===== src/rtl/pmh_pkg.sv =====
`timescale 1ns/1ps
package pmh_pkg;
  localparam int unsigned FIELD_W  = 2;
  localparam int unsigned IDLE_LSB = 3;
  localparam int unsigned CLK_LSB  = 8;
  localparam int unsigned STBY_LSB = 12;

  typedef enum logic [FIELD_W-1:0] {
    IDLE_FORCE    = 2'd0,
    IDLE_NONE     = 2'd1,
    IDLE_SMART    = 2'd2,
    IDLE_SMART_WK = 2'd3
  } idle_mode_e;

  typedef enum logic [FIELD_W-1:0] {
    STBY_FORCE    = 2'd0,
    STBY_NONE     = 2'd1,
    STBY_SMART    = 2'd2,
    STBY_SMART_WK = 2'd3
  } stby_mode_e;

  typedef struct packed {
    stby_mode_e         stby;
    logic [FIELD_W-1:0] clk_keep;
    idle_mode_e         idle;
  } cfg_t;
endpackage


===== src/rtl/pmh_rst_sync.sv =====
`timescale 1ns/1ps
module pmh_rst_sync #(
  parameter int unsigned STAGES = 2
) (
  input  logic clk,
  input  logic rst_n,
  output logic rst_sync_n
);
  logic [STAGES-1:0] sync_q;

  always_ff @(posedge clk or negedge rst_n) begin
    if (!rst_n) sync_q <= '0;
    else        sync_q <= {sync_q[STAGES-2:0], 1'b1};
  end

  assign rst_sync_n = sync_q[STAGES-1];
endmodule


===== src/rtl/pmh_cfg_reg.sv =====
`timescale 1ns/1ps
module pmh_cfg_reg
  import pmh_pkg::*;
#(
  parameter int unsigned DATA_W = 32,
  parameter bit          MST_EN = 1'b1
) (
  input  logic              clk,
  input  logic              rst_n,
  input  logic              wr_en,
  input  logic [DATA_W-1:0] wr_data,
  output cfg_t              cfg,
  output logic [DATA_W-1:0] rd_data
);
  cfg_t cfg_q, cfg_d;
  logic unused_wr_bits;

  assign unused_wr_bits = ^wr_data;

  always_comb begin
    cfg_d = cfg_q;
    if (wr_en) begin
      cfg_d.idle     = idle_mode_e'(wr_data[IDLE_LSB +: FIELD_W]);
      cfg_d.clk_keep = wr_data[CLK_LSB +: FIELD_W];
      if (MST_EN) cfg_d.stby = stby_mode_e'(wr_data[STBY_LSB +: FIELD_W]);
      else        cfg_d.stby = STBY_FORCE;
    end
  end

  always_ff @(posedge clk or negedge rst_n) begin
    if (!rst_n)     cfg_q <= '0;
    else if (wr_en) cfg_q <= cfg_d;
  end

  always_comb begin
    rd_data = '0;
    rd_data[IDLE_LSB +: FIELD_W] = cfg_q.idle;
    rd_data[CLK_LSB  +: FIELD_W] = cfg_q.clk_keep;
    rd_data[STBY_LSB +: FIELD_W] = cfg_q.stby;
  end

  assign cfg = cfg_q;

  // written idle field visible on the next cycle
  a_r1_idle_readback: assert property (@(posedge clk) disable iff (!rst_n)
    wr_en |=> (rd_data[IDLE_LSB +: FIELD_W] == $past(wr_data[IDLE_LSB +: FIELD_W])));
  // unwritten register keeps its value
  a_r1_hold: assert property (@(posedge clk) disable iff (!rst_n)
    !wr_en |=> $stable(rd_data));
endmodule


===== src/rtl/pmh_idle_fsm.sv =====
`timescale 1ns/1ps
module pmh_idle_fsm
  import pmh_pkg::*;
(
  input  logic       clk,
  input  logic       rst_n,
  input  logic       idle_req,
  input  idle_mode_e cfg_mode,
  input  logic       core_busy,
  input  logic       core_irq,
  input  logic       core_dma,
  output logic       idle_ack,
  output logic       req_gate,
  output logic       tgt_wakeup
);
  logic       ack_q, ack_d;
  logic       wk_q, wk_d;
  idle_mode_e lat_q, eff_mode;
  logic       lat_en;
  logic       evt;
  logic       smart_ok;

  assign evt      = core_irq | core_dma;
  assign eff_mode = ack_q ? lat_q : cfg_mode;
  assign lat_en   = !ack_q;
  assign smart_ok = (eff_mode == IDLE_SMART || eff_mode == IDLE_SMART_WK)
                    && !core_busy && !evt;

  always_comb begin
    ack_d = 1'b0;
    if (idle_req) begin
      if (ack_q)                        ack_d = 1'b1;
      else if (eff_mode == IDLE_FORCE)  ack_d = 1'b1;
      else if (smart_ok)                ack_d = 1'b1;
    end
    wk_d = idle_req & (wk_q | (ack_q & (lat_q == IDLE_SMART_WK) & evt));
  end

  always_ff @(posedge clk or negedge rst_n) begin
    if (!rst_n) begin
      ack_q <= 1'b0;
      wk_q  <= 1'b0;
      lat_q <= IDLE_FORCE;
    end else begin
      ack_q <= ack_d;
      wk_q  <= wk_d;
      if (lat_en) lat_q <= eff_mode;
    end
  end

  assign idle_ack   = ack_q;
  assign req_gate   = ack_q & (lat_q == IDLE_FORCE);
  assign tgt_wakeup = wk_q;

  a_r2_force_ack: assert property (@(posedge clk) disable iff (!rst_n)
    (idle_req && !ack_q && cfg_mode == IDLE_FORCE) |=> ack_q);
  a_r3_never_ack: assert property (@(posedge clk) disable iff (!rst_n)
    (!ack_q && cfg_mode == IDLE_NONE) |=> !ack_q);
  a_r4_smart_waits: assert property (@(posedge clk) disable iff (!rst_n)
    (!ack_q && cfg_mode[1] && (core_busy || evt)) |=> !ack_q);
  a_r5_wake_mode: assert property (@(posedge clk) disable iff (!rst_n)
    wk_q |-> (ack_q && lat_q == IDLE_SMART_WK));
  a_r6_drop: assert property (@(posedge clk) disable iff (!rst_n)
    !idle_req |=> (!ack_q && !wk_q));
  a_r6_hold: assert property (@(posedge clk) disable iff (!rst_n)
    (ack_q && idle_req) |=> ack_q);
  a_r7_mode_held: assert property (@(posedge clk) disable iff (!rst_n)
    (ack_q && $past(ack_q)) |-> $stable(lat_q));
endmodule


===== src/rtl/pmh_standby.sv =====
`timescale 1ns/1ps
module pmh_standby
  import pmh_pkg::*;
(
  input  logic       clk,
  input  logic       rst_n,
  input  stby_mode_e mode,
  input  logic       mst_need,
  output logic       standby,
  output logic       ini_wakeup
);
  logic sq_q;

  always_ff @(posedge clk or negedge rst_n) begin
    if (!rst_n) sq_q <= 1'b1;
    else        sq_q <= !mst_need;
  end

  always_comb begin
    unique case (mode)
      STBY_FORCE: standby = 1'b1;
      STBY_NONE:  standby = 1'b0;
      default:    standby = sq_q;
    endcase
  end

  assign ini_wakeup = (mode == STBY_SMART_WK) & sq_q & mst_need;

  a_r8_none_low: assert property (@(posedge clk) disable iff (!rst_n)
    (mode == STBY_NONE) |-> !standby);
  a_r8_smart_follow: assert property (@(posedge clk) disable iff (!rst_n)
    (mode[1] && mst_need) |=> (mode[1] -> !standby));
  a_r9_wake_in_stby: assert property (@(posedge clk) disable iff (!rst_n)
    ini_wakeup |-> (standby && mst_need));
endmodule


===== src/rtl/pm_idle_agent.sv =====
`timescale 1ns/1ps
module pm_idle_agent
  import pmh_pkg::*;
#(
  parameter int unsigned DATA_W     = 32,
  parameter bit          MST_EN     = 1'b1,
  parameter int unsigned RST_STAGES = 2
) (
  input  logic              clk,
  input  logic              rst_n,
  input  logic              cfg_we,
  input  logic [DATA_W-1:0] cfg_wdata,
  output logic [DATA_W-1:0] cfg_rdata,
  input  logic              idle_req,
  output logic              idle_ack,
  input  logic              core_busy,
  input  logic              core_irq,
  input  logic              core_dma,
  input  logic              core_mst_need,
  output logic              irq_out,
  output logic              dma_out,
  output logic              tgt_wakeup,
  output logic              standby,
  output logic              ini_wakeup,
  output logic              keep_if_clk,
  output logic              keep_fn_clk
);
  logic rst_i_n;
  cfg_t cfg;
  logic req_gate;
  logic wake_any;

  pmh_rst_sync #(.STAGES(RST_STAGES)) u_rst (
    .clk(clk), .rst_n(rst_n), .rst_sync_n(rst_i_n));

  pmh_cfg_reg #(.DATA_W(DATA_W), .MST_EN(MST_EN)) u_cfg (
    .clk(clk), .rst_n(rst_i_n), .wr_en(cfg_we), .wr_data(cfg_wdata),
    .cfg(cfg), .rd_data(cfg_rdata));

  pmh_idle_fsm u_idle (
    .clk(clk), .rst_n(rst_i_n), .idle_req(idle_req), .cfg_mode(cfg.idle),
    .core_busy(core_busy), .core_irq(core_irq), .core_dma(core_dma),
    .idle_ack(idle_ack), .req_gate(req_gate), .tgt_wakeup(tgt_wakeup));

  pmh_standby u_stby (
    .clk(clk), .rst_n(rst_i_n), .mode(cfg.stby), .mst_need(core_mst_need),
    .standby(standby), .ini_wakeup(ini_wakeup));

  assign irq_out     = core_irq & ~req_gate;
  assign dma_out     = core_dma & ~req_gate;
  assign wake_any    = tgt_wakeup | ini_wakeup;
  assign keep_if_clk = cfg.clk_keep[0] & wake_any;
  assign keep_fn_clk = cfg.clk_keep[1] & wake_any;

  a_r12_pass: assert property (@(posedge clk) disable iff (!rst_i_n)
    !idle_ack |-> (irq_out == core_irq && dma_out == core_dma));
  a_r11_keep_needs_wake: assert property (@(posedge clk) disable iff (!rst_i_n)
    (keep_if_clk || keep_fn_clk) |-> (tgt_wakeup || ini_wakeup));
  a_r10_stby_pinned: assert property (@(posedge clk) disable iff (!rst_i_n)
    !MST_EN |-> (standby && cfg_rdata[STBY_LSB +: FIELD_W] == 2'd0));
endmodule


===== config.mk =====
export PLATFORM = sky130hd
export DESIGN_NAME = pm_idle_agent
export DESIGN_NICKNAME = d
export VERILOG_FILES = /design/src/rtl/pmh_pkg.sv /design/src/rtl/pmh_rst_sync.sv /design/src/rtl/pmh_cfg_reg.sv /design/src/rtl/pmh_idle_fsm.sv /design/src/rtl/pmh_standby.sv /design/src/rtl/pm_idle_agent.sv
export SDC_FILE = /design/constraint.sdc
export NUM_CORES = 1
export LEC_CHECK = 0
export BUFFER_PORTS_ARGS = -buffer_cell sky130_fd_sc_hd__buf_2
export CORE_MARGIN = 10
export CORE_UTILIZATION = 35
export DETAILED_ROUTE_END_ITERATION = 10
export PLACE_DENSITY = 0.81
export SETUP_SLACK_MARGIN = 0.2
export SLEW_MARGIN = 20
export SYNTH_ARGS = -nofsm -noshare
export SYNTH_HDL_FRONTEND = slang
export SYNTH_SLANG_ARGS = --single-unit

===== constraint.sdc =====
create_clock -name clk -period 1.3 [get_ports clk]
set_input_delay 0.195 -clock clk [delete_from_list [all_inputs] [get_ports clk]]
set_output_delay 0.195 -clock clk [all_outputs]
set_load 0.005 [all_outputs]

# [Yosys cells after proc, flatten, opt, wreduce, memory -nomap -nowiden]
# Index checks and enable logic that the tools add are counted.
# Widths: inputs -> output; s select.
[totals] ff_bits=13 wordCells=42 inputBits=40 output_inout_bits=40
[op_classes] bitwise_logic=14 n_reduce_logical=9 muxes=6 n_eq_ne=5
[op_table] operator="$and 1x1->1" count=10
[op_table] operator="$eq 2x2->1 const B" count=4
[op_table] operator="$logic_not 2->1" count=3
[op_table] operator="$mux 1" count=4
[op_table] operator="$logic_not 1->1" count=3
[op_table] operator="$or 1x1->1" count=3
[op_table] operator="$eq 2x1->1 const B" count=1
[op_table] operator="$logic_and 1x1->1" count=2
[op_table] operator="$mux 2" count=1
[op_table] operator="$pmux 1 s2" count=1
[op_table] operator="$logic_or 1x1->1" count=1
[op_table] operator="$not 1->1" count=1

# [Longest topological paths before layout]
[depth] depth_word=9 depth_mapped=3

# [Cells and area by module]
# Synthesis repeated with hierarchy kept, for this count alone.
[unflattened] hier_cells=73 area_unflattened_um2=799.5
[by_module_without_submodules] mod="pmh_cfg_reg" cells_per_inst=46 seq_area_each_um2=150.1 area_each_um2=495.5 n_inst=1
[by_module_without_submodules] mod="pmh_idle_fsm" cells_per_inst=15 seq_area_each_um2=100.1 area_each_um2=175.2 n_inst=1
[by_module_without_submodules] mod="pmh_rst_sync" cells_per_inst=3 seq_area_each_um2=50.0 area_each_um2=53.8 n_inst=1
[by_module_without_submodules] mod="pmh_standby" cells_per_inst=5 seq_area_each_um2=26.3 area_each_um2=47.5 n_inst=1
[by_module_without_submodules] mod="pm_idle_agent" cells_per_inst=4 seq_area_each_um2=0.0 area_each_um2=27.5 n_inst=1

# [Worst setup path after synthesis]
# OpenSTA, ideal clock, no wires.
[synth_timing] kind="register to output" start="register u_stby.sq_q" end="output keep_fn_clk" stages_incl_launch_ff=3 path_slack_ns=0.321 t_arrival_ns=0.784 required_time_ns=1.105 path_buffers=0 cell_sequence="dfstp_2 -> a41oi_1 -> nor2b_1"
[synth_between] elab_chain_len=4
[synth_lines] element="start: declaration" line_no="pmh_standby.sv:12" text="logic sq_q;"
[synth_lines] element="start signal: assignment" line_no="pmh_standby.sv:16" text="else sq_q <= !mst_need;"
[synth_lines] element="$and 1x1->1 (2 in a row)" line_no="pmh_standby.sv:27" text="assign ini_wakeup = (mode == STBY_SMART_WK) & sq_q & mst_need;"
[synth_lines] element="$or 1x1->1" line_no="pm_idle_agent.sv:51" text="assign wake_any = tgt_wakeup | ini_wakeup;"
[synth_lines] element="$and 1x1->1" line_no="pm_idle_agent.sv:53" text="assign keep_fn_clk = cfg.clk_keep[1] & wake_any;"
[synth_lines] element="end: declaration" line_no="pm_idle_agent.sv:26" text="output logic keep_fn_clk"
# No other way between the ends.

# [Final worst setup path]
[layout_timing] start="register u_stby.sq_q" end="output keep_if_clk"
[layout_between] elab_chain_len=4
[layout_lines] element="$and 1x1->1 (2 in a row)" line_no="pmh_standby.sv:27"
[layout_lines] element="$or 1x1->1" line_no="pm_idle_agent.sv:51"
[layout_lines] element="$and 1x1->1" line_no="pm_idle_agent.sv:52" text="assign keep_if_clk = cfg.clk_keep[0] & wake_any;"
[layout_lines] element="end: declaration" line_no="pm_idle_agent.sv:25" text="output logic keep_if_clk,"
# No other way between the ends.

==> summary.txt <==
Run status
  – Outcome: finished with violations
  – Failing checks: setup timing

Power
  – Max IR drop VDD: 0.620 mV
  – Switching power: 0.249 mW
  – Switching share of power: 27.1%
  – Reg power frac: 52.7%
  – Int Power: 0.669 mW
  – Leak: 0.481 nW
  – Clock share of power: 26.2%
  – Logic pwr share: 21.1%
  – PD cells: 1030 nW/µm²

Final layout
  – Fin nets: 143
  – Diode count: 0
  – Area grow syn2layout: 18.4%
  – Util after Layout: 44.6%
  – Share of post-route cells with drive strength above 1: 43.1%
  – # fillers: 210
  – Seq. cell area: 328 µm²
  – Area of the multi-input gates: 320 µm²

CTS
  – Clock buffer count from CTS: 3
  – Clock Tree Buf Depth: 2
  – Worst-path clk slew: 0.08 ns
  – Clk root buf: clkbuf_4
  – CTS Sinks: 13
  – CTS H-tree lvls: 1
  – TritonCTS clock tree: built
  – Clock Latency Late Sink: 0.27 ns

Timing
  – Max Freq: 0.721 GHz
  – Fin Clk Skew: 0.00690 ns
  – Final worst path period share: 107%
  – Setup WS post-layout: -0.0862 ns
  – Final Max Tran Viols: 0
  – RSZ-0062 raised after global routing: yes
  – Setup_tns: -0.198 ns
  – Min cycle time layout: 1.39 ns
  – Hold Fails Final Rpt: 0
  – Setup violators final: 3

Synthesis
  – Syn Area/Cell: 10.9 µm²
  – Commonest cells post-synth: buf_4 (26), dfrtp_1 (12), mux2_4 (5)
  – Synth Area in Adders: 0%
  – Post-Synth Simple-Gate Area: 9.95%
  – Post-Synthesis Cells: 69
  – Asr flop ratio synth: 100%
  – Synthesized cell area: 754 µm²
  – Area leader, netlist: dfrtp_1
  – Xor/xnor cell area share of the yosys netlist: 0%
  – Netlist cell types: 18
  – Synthesized flop and latch total: 13
  – Synth area leaders: dfrtp_1 (40%), buf_4 (26%), mux2_4 (10%), dfstp_2 (3.5%), nor2b_1 (3.3%)
  – Synth Area in Compound Gates: 5.97%
  – Yosys top cell area share: 39.8%
  – Most common cell in the netlist: buf_4
  – EDFF count, synth: 0
  – Post-synthesis mux area share: 11.4%
  – Seq/Total Area, Yosys: 43.3%
  – Main synth FF type: dfrtp_1
  – YS warnings: 0
  – Largest family of logic cells by synthesized area: buffers and inverters

Worst setup path
  – CP arrival: 1.19 ns
  – Slowest stage delay, CP: 0.56 ns
  – Cells along the critical path: a41oi_2 -> nor2b_1 -> buf_2
  – Worst path top cell family by delay: flip-flops
  – WP buf/inv: 1
  – Critical Path RT: 1.11 ns
  – Crit end category: primary output
  – CP Class: reg2out
  – Critical Path Fanout Max: 3
  – Slowest stage cell, crit path: dfstp_2
  – Startpoint type of the worst setup path: register

Routing
  – DR top layer: met3
  – Wl on met1: 628 µm
  – DRC viols: 0
  – Drt pass-1 iters: 3
  – Drt total wl: 1.75 mm
  – Routed wl met2: 908 µm
  – Wire per inst: 13.6 µm
  – 1st-iter DRT viols: 4
  – Final ANT Viol Nets: 0
  – Vias per cell: 3.98
  – Vias post-DR: 513
  – Met3 routed WL: 212 µm

Global route
  – Global router's overall resource usage: 7.44%
  – First-pass GRT wire length: 2.56 mm
  – Antenna violations before repair: 0
  – Grt total ovfl: 0
  – Vias in the first global route: 533
  – Largest net degree at the start of global routing: 12

Die
  – Initial Util: 37.7%
  – I/O pin count: 80
  – Core ar.: 2000 µm²
  – Die Ht: 66.4 µm
  – Die area: 4410 µm²
  – Row count: 16
  – Die Wd: 66.4 µm

Placement
  – PortBufs: 27
  – Hpwl dp: 1.44 mm
  – Routability congestion estimate: 0.639

Worst hold path
  – Tightest Hold Check Type: in2reg

Job
  – Max-Cap Viols: 0
## what timing repair did
| action | 4_1_cts | 5_1_grt |
|---|---|---|
| resized for setup | 4 | 1 |
| pin swaps | 2 | 0 |
| hold buffers | 1 | 0 |
| setup buffers | 2 | 1 |
| endpoints found under the setup margin | 6 | 8 |
| endpoints found under the hold margin | 2 | 0 |
## path summary, 6_finish.rpt
| check | from | endpoint | slack, ns | cells past startpoint |
|---|---|---|---|---|
| worst max-delay path | u_stby.sq_q | keep_if_clk | -0.09 | 3 |
| worst min-delay path | core_mst_need | u_stby.sq_q | 0.07 | 2 |
| worst max register to register | u_idle.idle_ack | u_idle.lat_q[0] | 0.28 | 3 |
| worst min register to register | u_rst.sync_q[1] | u_idle.tgt_wakeup | 0.17 | 0 |
| max in group asynchronous | u_rst.sync_q[1] | u_stby.sq_q | 0.80 | 0 |
| min in group asynchronous | u_rst.sync_q[1] | u_idle.tgt_wakeup | 0.17 | 0 |
## cell families after synthesis
| family | count (synthesis) |
|---|---|
| AO/OA/AOI/OAI | 7 |
| buffers and inverters | 29 |
| flip-flops | 13 |
| multiplexers | 6 |
| other | 2 |
| AND/OR/NAND/NOR | 12 |
## stage by stage
step           worst slack (ns)  area [µm²]  hold WS, ns  instances  power [mW]
3_3_place_gp              0.190         811      -0.0190        121       0.640
6_report                -0.0862         893       0.0717        129       0.918
2_1_floorplan             0.321         848       -0.101         94       0.626
4_1_cts                 -0.0781         885       0.0568        128       0.917
5_1_grt                  -0.192         893       0.0654        129       0.987
3_5_place_dp              0.179         811      -0.0169        121       0.646
## registers in the layout, indices dropped and copies added (netlist names)
signal	count
u_cfg.cfg	6
u_idle.lat_q	2
u_rst.sync_q	2
u_idle.idle_ack	1
u_idle.tgt_wakeup	1
u_stby.sq_q	1
## power groups by stage
stage / clock network (mW) / logic (mW) / registers, mW
after floorplan: 0 / 0.142 / 0.484
after CTS: 0.251 / 0.184 / 0.482
final: 0.241 / 0.193 / 0.484
after global placement: 0 / 0.152 / 0.488
after detailed placement: 0 / 0.157 / 0.490
after global routing: 0.281 / 0.215 / 0.491
## worst reg2reg max path: stages, from the launching register on
cell and delay (ns):
dfrtp_1 0.39, buf_6 0.13, buf_4 0.13, mux2_2 0.27
## cells in the final DEF, fill, tap and decap left out
cell type	n
conb_1	27
clkbuf_1	1
a41oi_2	1
mux2_4	5
o31a_1	1
dfrtp_2	1
inv_1	2
buf_2	26
nor2_1	1
buf_6	2
dfstp_2	1
mux2_2	1
nor3b_2	1
clkbuf_4	3
dlygate4sd3_1	1
and4_1	1
o21ai_0	4
buf_4	2
nand2_1	4
dfrtp_1	11
o211ai_1	1
nor2b_1	4
nor4b_2	1
## layout make-up
class	instances	area share (%)
inverter	2	0.840
tap	27	3.78
sequential	13	36.7
multi-input combinational	52	35.9
clock buffer	4	2.94
timing repair buffer	31	19.9
## routing by layer
layer | track usage (%) | up-vias
met5 | 0 | -
met4 | 2.36 | 0
met3 | 3.39 | 0
met2 | 12.9 | 32
met1 | 7.78 | 241
li1 | - | 240
Power figures use the tool's default switching activity.
